[config.mk]
export PLATFORM = sky130hd
export DESIGN_NAME = bus_wait_ctrl
export DESIGN_NICKNAME = d
export VERILOG_FILES = /design/src/rtl/bus_wait_pkg.sv /design/src/rtl/bus_wait_cfg.sv /design/src/rtl/bus_wait_policy.sv /design/src/rtl/bus_wait_seq.sv /design/src/rtl/bus_wait_ctrl.sv
export SDC_FILE = /design/constraint.sdc
export NUM_CORES = 1
export LEC_CHECK = 0
export BUFFER_PORTS_ARGS = -buffer_cell sky130_fd_sc_hd__buf_2
export CORE_MARGIN = 4
export CORE_UTILIZATION = 54
export CTS_CLUSTER_SIZE = 30
export DETAILED_ROUTE_END_ITERATION = 10
export HOLD_SLACK_MARGIN = 0.15
export PLACE_DENSITY = 0.81
export SLEW_MARGIN = 20
export SYNTH_ARGS = -nofsm -noshare
export SYNTH_HDL_FRONTEND = slang
export SYNTH_SLANG_ARGS = --single-unit
[constraint.sdc]
create_clock -name clk -period 4 [get_ports clk]
set_input_delay 0.2 -clock clk [delete_from_list [all_inputs] [get_ports clk]]
set_output_delay 0.2 -clock clk [all_outputs]
set_load 0.005 [all_outputs]
[src/rtl/bus_wait_pkg.sv]
// Shared types for the bus wait-state controller.
// Assumes a 2-bit mode field per address region.
package bus_wait_pkg;

    localparam int CNT_W = 2;

    typedef enum logic [1:0] {
        KIND_EXT  = 2'b00,
        KIND_IROM = 2'b01,
        KIND_IRAM = 2'b10,
        KIND_SFR  = 2'b11
    } acc_kind_e;

    typedef enum logic [1:0] {
        MODE_W0  = 2'b00,
        MODE_W1  = 2'b01,
        MODE_W2  = 2'b10,
        MODE_EXT = 2'b11
    } wait_mode_e;

    typedef enum logic [1:0] {
        ST_IDLE  = 2'b00,
        ST_BASE  = 2'b01,
        ST_WPROG = 2'b10,
        ST_WEXT  = 2'b11
    } seq_state_e;

    typedef struct packed {
        logic             ext;
        logic [CNT_W-1:0] cnt;
    } wait_plan_t;

endpackage

[src/rtl/bus_wait_cfg.sv]
// Holds the two region mode fields and the fast-fetch enable.
// Assumes a write is one clock of cfg_wr; select 3 is unused and writes nothing.
module bus_wait_cfg
    import bus_wait_pkg::*;
(
    input  logic       clk,
    input  logic       rst_n,
    input  logic       cfg_wr,
    input  logic [1:0] cfg_sel,
    input  logic [1:0] cfg_wdata,
    output wait_mode_e lo_mode,
    output wait_mode_e hi_mode,
    output logic       fast_on
);

    localparam logic [1:0] SEL_LO   = 2'd0;
    localparam logic [1:0] SEL_HI   = 2'd1;
    localparam logic [1:0] SEL_FAST = 2'd2;

    // Register updates from the configuration write port.
    always_ff @(posedge clk) begin
        if (!rst_n) begin
            lo_mode <= MODE_W0;
            hi_mode <= MODE_W0;
            fast_on <= 1'b0;
        end else if (cfg_wr) begin
            case (cfg_sel)
                SEL_LO:   lo_mode <= wait_mode_e'(cfg_wdata);
                SEL_HI:   hi_mode <= wait_mode_e'(cfg_wdata);
                SEL_FAST: fast_on <= |cfg_wdata;
                default:  ;
            endcase
        end
    end

endmodule

[src/rtl/bus_wait_policy.sv]
// Works out the wait plan for one access from its page, kind and the configuration.
// Purely combinational; the sequencer latches the result at access start.
module bus_wait_policy
    import bus_wait_pkg::*;
#(
    parameter int PAGE_W    = 4,
    parameter int SFR_WAITS = 1
) (
    input  logic [PAGE_W-1:0] acc_page,
    input  acc_kind_e         acc_kind,
    input  wait_mode_e        lo_mode,
    input  wait_mode_e        hi_mode,
    input  logic              fast_on,
    output wait_plan_t        plan
);

    localparam logic [CNT_W-1:0] SFR_CNT = CNT_W'(SFR_WAITS);

    logic       in_low;
    wait_mode_e region_mode;
    wait_mode_e eff_mode;

    // Region decode: the low 64 KiB is the page with all upper bits zero.
    always_comb begin
        in_low      = (acc_page == '0);
        region_mode = in_low ? lo_mode : hi_mode;
    end

    // Mode choice by target kind.
    always_comb begin
        case (acc_kind)
            KIND_IROM: eff_mode = lo_mode;
            default:   eff_mode = region_mode;
        endcase
    end

    // Final plan: SFR forced, fast fetch bypass, else mode translation.
    always_comb begin
        plan = '0;
        if (acc_kind == KIND_SFR) begin
            plan.cnt = SFR_CNT;
        end else if (fast_on && (acc_kind == KIND_IROM || acc_kind == KIND_IRAM)) begin
            plan.cnt = '0;
        end else if (eff_mode == MODE_EXT) begin
            plan.ext = 1'b1;
            plan.cnt = CNT_W'(1);
        end else begin
            plan.cnt = CNT_W'(eff_mode);
        end
    end

endmodule

[src/rtl/bus_wait_seq.sv]
// Runs the strobe-low period: one base clock, then programmed or pin-controlled waits.
// Assumes acc_start is a one-clock pulse; requests seen while busy are dropped.
module bus_wait_seq
    import bus_wait_pkg::*;
(
    input  logic       clk,
    input  logic       rst_n,
    input  logic       acc_start,
    input  logic       acc_write,
    input  wait_plan_t plan,
    input  logic       wait_n,
    output logic       rd_n,
    output logic       wr_n,
    output logic       ready
);

    seq_state_e       state;
    wait_plan_t       held;
    logic [CNT_W-1:0] remain;
    logic             is_wr;
    logic             busy;

    // State, held plan and wait countdown.
    always_ff @(posedge clk) begin
        if (!rst_n) begin
            state  <= ST_IDLE;
            held   <= '0;
            remain <= '0;
            is_wr  <= 1'b0;
        end else begin
            case (state)
                ST_IDLE: if (acc_start) begin
                    state <= ST_BASE;
                    held  <= plan;
                    is_wr <= acc_write;
                end
                ST_BASE: begin
                    remain <= held.cnt;
                    if (held.ext)            state <= ST_WEXT;
                    else if (held.cnt == '0) state <= ST_IDLE;
                    else                     state <= ST_WPROG;
                end
                ST_WPROG: begin
                    if (remain == CNT_W'(1)) state <= ST_IDLE;
                    remain <= remain - CNT_W'(1);
                end
                ST_WEXT: if (wait_n) state <= ST_IDLE;
                default: state <= ST_IDLE;
            endcase
        end
    end

    // Strobe outputs and the last-clock ready flag.
    always_comb begin
        busy  = (state != ST_IDLE);
        rd_n  = !(busy && !is_wr);
        wr_n  = !(busy && is_wr);
        ready = ((state == ST_BASE) && !held.ext && (held.cnt == '0)) ||
                ((state == ST_WPROG) && (remain == CNT_W'(1))) ||
                ((state == ST_WEXT) && wait_n);
    end

endmodule

[src/rtl/bus_wait_ctrl.sv]
// Top of the wait-state controller: configuration, policy decode and strobe sequencer.
// Assumes acc_page carries address bits 19:16 of a 20-bit bus.
module bus_wait_ctrl
    import bus_wait_pkg::*;
#(
    parameter int ADDR_W    = 20,
    parameter int LOW_BITS  = 16,
    parameter int SFR_WAITS = 1
) (
    input  logic                     clk,
    input  logic                     rst_n,
    input  logic                     cfg_wr,
    input  logic [1:0]               cfg_sel,
    input  logic [1:0]               cfg_wdata,
    input  logic                     acc_start,
    input  logic [ADDR_W-LOW_BITS-1:0] acc_page,
    input  logic [1:0]               acc_kind,
    input  logic                     acc_write,
    input  logic                     wait_n,
    output logic                     rd_n,
    output logic                     wr_n,
    output logic                     ready
);

    localparam int PAGE_W = ADDR_W - LOW_BITS;

    wait_mode_e lo_mode;
    wait_mode_e hi_mode;
    logic       fast_on;
    wait_plan_t plan;

    bus_wait_cfg u_cfg (
        .clk       (clk),
        .rst_n     (rst_n),
        .cfg_wr    (cfg_wr),
        .cfg_sel   (cfg_sel),
        .cfg_wdata (cfg_wdata),
        .lo_mode   (lo_mode),
        .hi_mode   (hi_mode),
        .fast_on   (fast_on)
    );

    bus_wait_policy #(
        .PAGE_W    (PAGE_W),
        .SFR_WAITS (SFR_WAITS)
    ) u_policy (
        .acc_page (acc_page),
        .acc_kind (acc_kind_e'(acc_kind)),
        .lo_mode  (lo_mode),
        .hi_mode  (hi_mode),
        .fast_on  (fast_on),
        .plan     (plan)
    );

    bus_wait_seq u_seq (
        .clk       (clk),
        .rst_n     (rst_n),
        .acc_start (acc_start),
        .acc_write (acc_write),
        .plan      (plan),
        .wait_n    (wait_n),
        .rd_n      (rd_n),
        .wr_n      (wr_n),
        .ready     (ready)
    );

endmodule

== After elaboration in Yosys (flattened, before gate mapping) ==
Index checks and enable logic that the tools add are counted.
Word-level totals
  input bits: 16
  flip-flop bits (word level): 13
  output and inout port bits: 3
  logic and storage cells: 63
Operators by class
  equality and inequality tests: 13
  muxes and demuxes: 15
  reduce and logical (&&, ||, !) cells: 26
  add/subtract/negate cells: 1
Operator list (count)
  $mux 2: 10
  $eq 2x2->1 const B: 6
  $eq 2x1->1 const B: 4
  $pmux 2 s4: 1
  $reduce_and 2->1: 4
  $logic_and 1x1->1: 7
  $logic_not 2->1: 3
  $ne 2x2->1 const B: 3
  $logic_not 1->1: 4
  $logic_not 4->1: 1
  $pmux 2 s2: 1
  $reduce_bool 2->1: 2
  $logic_or 1x1->1: 3
  $mux 1: 3
  $reduce_and 3->1: 1
  $reduce_or 2->1: 1
  $sub 2x1->2 const B: 1

== Longest topological paths before layout ==
Gate-level depths: netlist of the first run.
  word-level depth: 7
  mapped depth: 6
  mapped depth without buffers: 6

== Cells and area by module ==
From an unflattened synthesis of the first run, not the netlist that was laid out.
Second synthesis, totals
  cells, all modules: 93
  area total of the unflattened synthesis: 805.8 µm²
By module, submodules not included
  bus_wait_seq: times used 1, sequential area each 160.2 µm², cells an instance 53, area an instance 457.9 µm²
  bus_wait_cfg: times used 1, sequential area each 100.1 µm², cells an instance 22, area an instance 220.2 µm²
  bus_wait_policy: times used 1, sequential area each 0.0 µm², cells an instance 18, area an instance 127.6 µm²

== Least setup slack after synthesis of the first run ==
Ideal clock, no wire load.
  kind: register to register
  from: register u_seq.state[0]
  to: register u_seq.state[0]
  clock period less this slack: 1.575 ns
  setup slack: 2.425 ns
  stages on the path, launching flop included: 6
  required time: 3.884 ns
  library setup time: 0.116 ns
  path buffers: 0
  arrival: 1.459 ns
  cell sequence: dfxtp_1 inv_1 ha_1 a222oi_1 o311ai_0 o211a_1
On the way
  word-level cells in the longest chain between the ends: 3
  elaborated cells between the ends (all ways): 9
  those cells by class: 6 x eq/ne; 1 x mux; 2 x reduce/logical
Ends and longest elaborated chain
  start: declaration: RTL line bus_wait_seq.sv:17  | seq_state_e state;
  start signal: assignment: RTL line bus_wait_seq.sv:26  | state <= ST_IDLE;
  start signal: assignment: RTL line bus_wait_seq.sv:33  | state <= ST_BASE;
  start signal: assignment: RTL line bus_wait_seq.sv:39  | if (held.ext) state <= ST_WEXT;
  $eq 2x2->1 / $logic_not 2->1 (equally long branches): RTL line bus_wait_seq.sv:31  | case (state)
  $ne 2x2->1 (no line)
  $reduce_and 3->1 (no line)
Several ways; a longest one is shown, not always the timed one.
A chain may end at the register's enable or synchronous reset.

== Worst setup path after layout of the first run ==
Ends and elaborated chain as after synthesis.

==> results.md, run 1 <==
* Post-cts gate resize count at 0
* Drt pass-1 iters at 4
* Final setup skew at 0.00694 ns
* FP Rows at 13
* CTS Buffer Depth at 2
* Area contributors post-synth: dfxtp_1 34%, ha_1 11%, mux2i_1 7.8%
* Mapped Area at 772 sq um
* Synth Net Count at 109
* Core box area at 1320 sq um
* Crit-path max FO at 6
* Detailed Route WL at 1490 um
* Ant diodes at 0
* Cts bufs inserted at 3
* TritonCTS clock tree: done
* Top Family by Delay on Critical Path: compound AO/OA/AOI/OAI gates
* DP Worst Slack at 2.16 ns
* Vias in the first global route at 656
* Relative slew slack at 0.630
* Gr ovfl total at 0
* Layout cells sized above 1 at 0.234
* Num ports at 19
* Post-route setup slack at 2.16 ns
* Setup Viol. Count Final at 0
* Initial antenna violation count at 0
* Clock Sinks at 13
* Max Slew Vio Count at 0
* Syn Inst Count at 86
* First-pass GRT wire length at 2510 um
* Number of flops mapped to enable cells by yosys at 0
* Worst Setup Start Kind: register
* Count leader, synth: dfxtp_1
* Lkg Pwr at 0.424 nW
* Largest net degree at the start of global routing at 15
* Gr usage total at 0.165
* Synth warn at 0
* Avg Cell Area, Syn at 8.98 sq um
* Final std cells w/o fill at 122
* Slowest stage cell on the critical path: a222oi_1
* Yosys top cell by area: dfxtp_1
* DRC viols at 0
* Top-area cell type share of the netlist area at 0.337
* VDD IR max at 0.171 mV
* Max Cap Viol at 0
* Worst endpoint required time at 4.17 ns
* Vias per inst at 5.48
* Slew @ Worst Pin at 0.554 ns
* Detailed-route wire length per cell at 12.2 um
* Die ar. at 2100 sq um
* Dpl cells at 118
* Worst Setup Path Type: register to register
* Fin nets at 131
* Clock latency on the worst-skew pair at 0.27 ns
* Crit path buf inv count at 1
* Final core utilization at 0.686
* # hold bufs at CTS at 0
* Setup Fix Bufs, Post-CTS at 0
* IO buf count at 18
* Fin crit share at 0.459
* Final setup TNS at 0 ns
* Initial Utilization at 0.586
* Post-synth cell types at 28
* Detail Placement HPWL at 1250 um
* Root Buffer: clkbuf_4
* RSZ-0062 raised after global routing: no
* CTS H-tree lvls at 1
* Max incr delay on CP at 0.54 ns
* Status: completed
* CP Capture Type: register
* Initial DRC Count at 14
* Final Hold Fails at 0
* Seq cells post-synth at 13
* Vias at 668
* Commonest cells in the netlist: 13 x dfxtp_1, 10 x inv_1, 8 x nor2b_1, 7 x ha_1, 7 x nand2_1
* Power density relative to cell area at 315 nW/um^2
* Cells along the critical path: inv_1, ha_1, a222oi_1, o311ai_0, o211a_1
* Min Clock Period, post-route at 1.84 ns
* Area grow syn2layout at 17.0%
* Chip height at 45.8 um
* Clock slew at reported path FFs at 0.08 ns
* Ys flop type: dfxtp_1
* Post-route antenna net violation count at 0
* Arrival time worst endpoint at 2.00 ns
* Fmax at 0.545 GHz
* Sequential area share after synthesis at 0.337
* Die width at 45.8 um
* Ys async rst share at 0
* Routability cong. at 0.768
* Hold/Removal Path Class: primary input to register
[registers in the layout (all words and copies together), names as in the netlist]
name and cells:
u_cfg.fast_on 1, u_seq.state 2, u_seq.held 3, u_seq.remain 2, u_cfg.lo_mode 2, u_cfg.hi_mode 2
u_seq.is_wr 1
[tightest hold or removal path, stage by stage]
cell	delay, ns
buf_2	0.10
nand2_1	0.04
a21boi_0	0.07
[kinds of logic after synthesis]
logic type,after synthesis,synth area share
compound gates,14,0.149
buf+inv,11,0.0535
fa+ha+maj,7,0.113
simple gates,35,0.269
mux,6,0.0778
flops,13,0.337
[cell type report]
class	count	area, sq um
fillers	117	414
clock buffers	4	26.3
repair buffers	18	90.1
flip-flops and latches	13	260
multi-input cells	62	470
well taps	15	18.8
inverters	10	37.5
[layout by cell type (no fill, tap or decap), types with 2 or more instances in the layout]
cell      Yosys  final
nor2b_1       8      8
buf_2         0     18
nand2_1       7      7
nand3_1       4      4
o21a_1        2      2
inv_1        10     10
nand3b_1      3      3
o21ai_0       2      2
clkbuf_4      0      3
nor3b_1       2      2
o211a_1       2      2
nand4_1       2      2
or2_2         2      2
a222oi_1      2      2
ha_1          7      7
nor2_1        2      2
mux2i_1       6      6
dfxtp_1      13     13
[per-stage QoR]
step | power (mW) | hold WS, ns | area [sq um]
CTS | 0.287 | 0.185 | 903
finish | 0.285 | 0.179 | 903
global placement | 0.206 | 0.453 | 877
floorplan | 0.188 | 0.328 | 772
detailed placement | 0.210 | 0.472 | 877
global route | 0.307 | 0.213 | 903
[routing by layer]
| layer | GRT usage | part of all wire | up-vias |
|---|---|---|---|
| li1 | - | - | 354 |
| met1 | 0.166 | 0.44 | 299 |
| met2 | 0.309 | 0.50 | 15 |
| met3 | 0.0474 | 0.059 | 0 |
| met4 | 0.0739 | 0 | 0 |
| met5 | 0 | 0 | - |
[power breakdown]
part / switching [mW] / internal [mW] / total (mW)
Combinational: 0.0321 / 0.0312 / 0.0634
Clock: 0.0393 / 0.0385 / 0.0779
Sequential: 0.00612 / 0.137 / 0.144
Total: 0.0776 / 0.207 / 0.285
[worst paths after layout]
kind | startpoint | end | slack, ns | cells after the start
setup / recovery | u_seq.state[0] | u_seq.state[0] | 2.16 | 5
hold / removal | acc_write | u_seq.is_wr | 0.18 | 3
setup reg to reg | u_seq.state[0] | u_seq.state[0] | 2.16 | 5
hold reg to reg | u_seq.remain[1] | u_seq.remain[1] | 0.48 | 1
(Power assumes the default switching activity.)
==> run 2, diff against run 1 <==
--- a/config.mk
+++ b/config.mk
@@ -7,11 +7,11 @@
 export LEC_CHECK = 0
 export BUFFER_PORTS_ARGS = -buffer_cell sky130_fd_sc_hd__buf_2
 export CORE_MARGIN = 4
-export CORE_UTILIZATION = 54
+export CORE_UTILIZATION = 46
 export CTS_CLUSTER_SIZE = 30
 export DETAILED_ROUTE_END_ITERATION = 10
 export HOLD_SLACK_MARGIN = 0.15
-export PLACE_DENSITY = 0.81
+export PLACE_DENSITY = 0.73
 export SLEW_MARGIN = 20
 export SYNTH_ARGS = -nofsm -noshare
 export SYNTH_HDL_FRONTEND = slang
==> constraint.sdc (replaced) <==
create_clock -name clk -period 1.6 [get_ports clk]
set_input_delay 0.08 -clock clk [delete_from_list [all_inputs] [get_ports clk]]
set_output_delay 0.08 -clock clk [all_outputs]
set_load 0.005 [all_outputs]
==> run 2 against run 1 <==
Utilization fell by 0.87 points; combinational power rose to 3.4 times the previous value; register-to-register slack got worse by 2.1 ns; non-clock buffer count is 11 higher; die area rose by 14%; total power increased to 2.7 times the previous value; wire length is 20% higher; critical endpoint is now ready; largest cell class unchanged.
==> results.md, run 2 (synthesized netlist as in run 1, its figures left out) <==
* First-pass GRT wire length at 3010 um (was 2510 um)
* Final setup skew at 0.00433 ns (was 0.00694 ns)
* Reg2Reg Setup Slack at 0.05 ns (was 2.16 ns)
* Detailed Route WL at 1780 um (was 1490 um)
* Core box area at 1540 sq um (was 1320 sq um)
* Num ports at 19 (unchanged)
* Die width at 49.0 um (was 45.8 um)
* Die ar. at 2400 sq um (was 2100 sq um)
* Min Clock Period, post-route at 1.56 ns
* Worst hold slack at 0.213 ns (was 0.179 ns)
* DP Worst Slack at -0.143 ns (was 2.16 ns)
* Power density relative to cell area at 744 nW/um^2 (was 315 nW/um^2)
* Register share of total power at 0.463 (was 0.504)
* Fillcell total at 129 (was 117)
* Max Cap Viol at 0 (unchanged)
* Critical Path Start: u_seq.state[0] (unchanged)
* Max reg flops at 3 (unchanged)
* CP Capture Type: output pin (was register)
* Total Power at 0.776 mW (was 0.285 mW)
* Clock Sinks at 13 (unchanged)
* Status: completed (unchanged)
* Reg-to-Reg Start: u_seq.state[1] (was u_seq.state[0])
* Hold/Removal Path Class: primary input to register (unchanged)
* Area grow syn2layout at 35.2% (was 17.0%)
* Final std cells w/o fill at 134 (was 122)
* TritonCTS clock tree: done (unchanged)
* Vias at 730 (was 668)
* Initial antenna violation count at 0 (unchanged)
* Int Power at 0.556 mW (was 0.207 mW)
* Post-route setup slack at 0.0398 ns (was 2.16 ns)
* Largest net degree at the start of global routing at 15 (unchanged)
* Final Hold Fails at 0 (unchanged)
* DRC viols at 0 (unchanged)
* Drt pass-1 iters at 4 (unchanged)
* Final setup TNS at 0 ns (unchanged)
* Arrival time worst endpoint at 1.48 ns (was 2.00 ns)
* Sw power at 0.220 mW (was 0.0776 mW)
* Ant diodes at 0 (unchanged)
* Detailed-route wire length per cell at 13.3 um (was 12.2 um)
* RSZ-0062 raised after global routing: yes (was no)
* CTS H-tree lvls at 1 (unchanged)
* Final core utilization at 0.677 (was 0.686)
* Dpl cells at 121 (was 118)
* Commonest cells after routing, fill and taps aside: 18 x buf_2, 11 x dfxtp_1, 8 x inv_1, 8 x nor2b_1, 7 x nand2_1 (was 18 x buf_2, 13 x dfxtp_1, 10 x inv_1)
* Crit Reg-Reg Endpoint: u_seq.state[1] (was u_seq.state[0])
* Gr ovfl total at 0 (unchanged)
* Gr usage total at 0.161 (was 0.165)
* Chip height at 49.0 um (was 45.8 um)
* Relative slew slack at 0.642 (was 0.630)
* Biggest register: u_seq.held (unchanged)
* Root Buffer: clkbuf_4 (unchanged)
* Net Sw Frac at 0.283 (was 0.272)
* Lkg Pwr at 0.477 nW (was 0.424 nW)
* Initial Utilization at 0.501 (was 0.586)
* CP endpoint: ready (was u_seq.state[0])
* Logic gate share of total power at 0.275 (was 0.222)
* Fin nets at 142 (was 131)
* Fmax at 0.641 GHz
* VDD IR max at 0.589 mV (was 0.171 mV)
* Worst endpoint required time at 1.52 ns (was 4.17 ns)
* Setup Viol. Count Final at 0 (unchanged)
* Cts bufs inserted at 3 (unchanged)
* Detail Placement HPWL at 1290 um (was 1250 um)
* Layout cells sized above 1 at 0.331 (was 0.234)
* Clock latency on the worst-skew pair at 0.28 ns (was 0.27 ns)
* Finished Cell Area at 1040 sq um (was 903 sq um)
* Max Slew Vio Count at 0 (unchanged)
* Commonest non-fill, non-tap cell in the layout: buf_2 (unchanged)
* Crit-path max FO at 2 (was 6)
* Routability cong. at 0.770 (was 0.768)
* Vias per inst at 5.45 (was 5.48)
* Worst Setup Path Type: register to output pin (was register to register)
* Clock slew at reported path FFs at 0.08 ns (about the same)
* Vias in the first global route at 693 (was 656)
* Initial DRC Count at 12 (was 14)
* Fin crit share at 0.975
* FP Rows at 14 (was 13)
* Placement-stage cell area at 893 sq um (was 877 sq um)
* Post-route antenna net violation count at 0 (unchanged)
* Slew @ Worst Pin at 0.532 ns (was 0.554 ns)
* IO buf count at 18 (unchanged)
* Clock power share at 0.262 (was 0.273)
* CTS Buffer Depth at 2 (unchanged)
* R2R depth at 6 (was 5)
* Worst Setup Start Kind: register (unchanged)
==> run 2: critical path: stages, from the launching register on <==
cell      delay, ns
dfxtp_2        0.35
inv_4          0.05
ha_4           0.15
buf_6          0.11
a222oi_1       0.35
inv_1          0.07
buf_2          0.13
==> run 2: how the worst min path moves through the flow <==
stage	from	end	slack, ns	depth (start not counted)
floorplan	rst_n	u_cfg.lo_mode[0]	0.21	1
global placement	acc_write	u_seq.is_wr	0.33	3
detailed placement	acc_write	u_seq.is_wr	0.35	3
CTS	cfg_sel[1]	u_cfg.lo_mode[0]	0.21	4
global route	cfg_sel[0]	u_cfg.lo_mode[1]	0.28	4
finish	cfg_sel[1]	u_cfg.lo_mode[0]	0.21	4
==> run 2: final cells by class <==
cell class	instances	area (sq um)	share of cell area
well taps	16	20.0	0.0192
flip-flops and latches	13	265	0.254
multi-input cells	62	500	0.480
repair buffers	29	189	0.181
inverters	10	42.5	0.0408
clock buffers	4	26.3	0.0252
==> run 2: timing repair <==
item / 4_1_cts / 5_1_grt
hold buffers: 5 / 0
gates resized for setup: 4 / 11
setup endpoints to repair: 3 / 3
setup buffers: 2 / 2
pin swaps: 3 / 2
hold endpoints to repair: 8 / 0
==> run 2: layer usage <==
layer  up-vias  part of all wire  global-route usage  wire length (um)
met5         -                 0                   0                 0
met4         0             0.029              0.0942                51
met3         4             0.050              0.0398                89
met2        18              0.46               0.243               823
met1       335              0.46               0.204               819
li1        373                 -                   -                 -
==> run 2: power by group through the flow <==
stage	clock network, mW	registers, mW	logic (mW)
floorplan	0	0.363	0.107
global placement	0	0.366	0.158
detailed placement	0	0.367	0.165
CTS	0.208	0.358	0.189
global route	0.225	0.363	0.238
finish	0.203	0.360	0.213
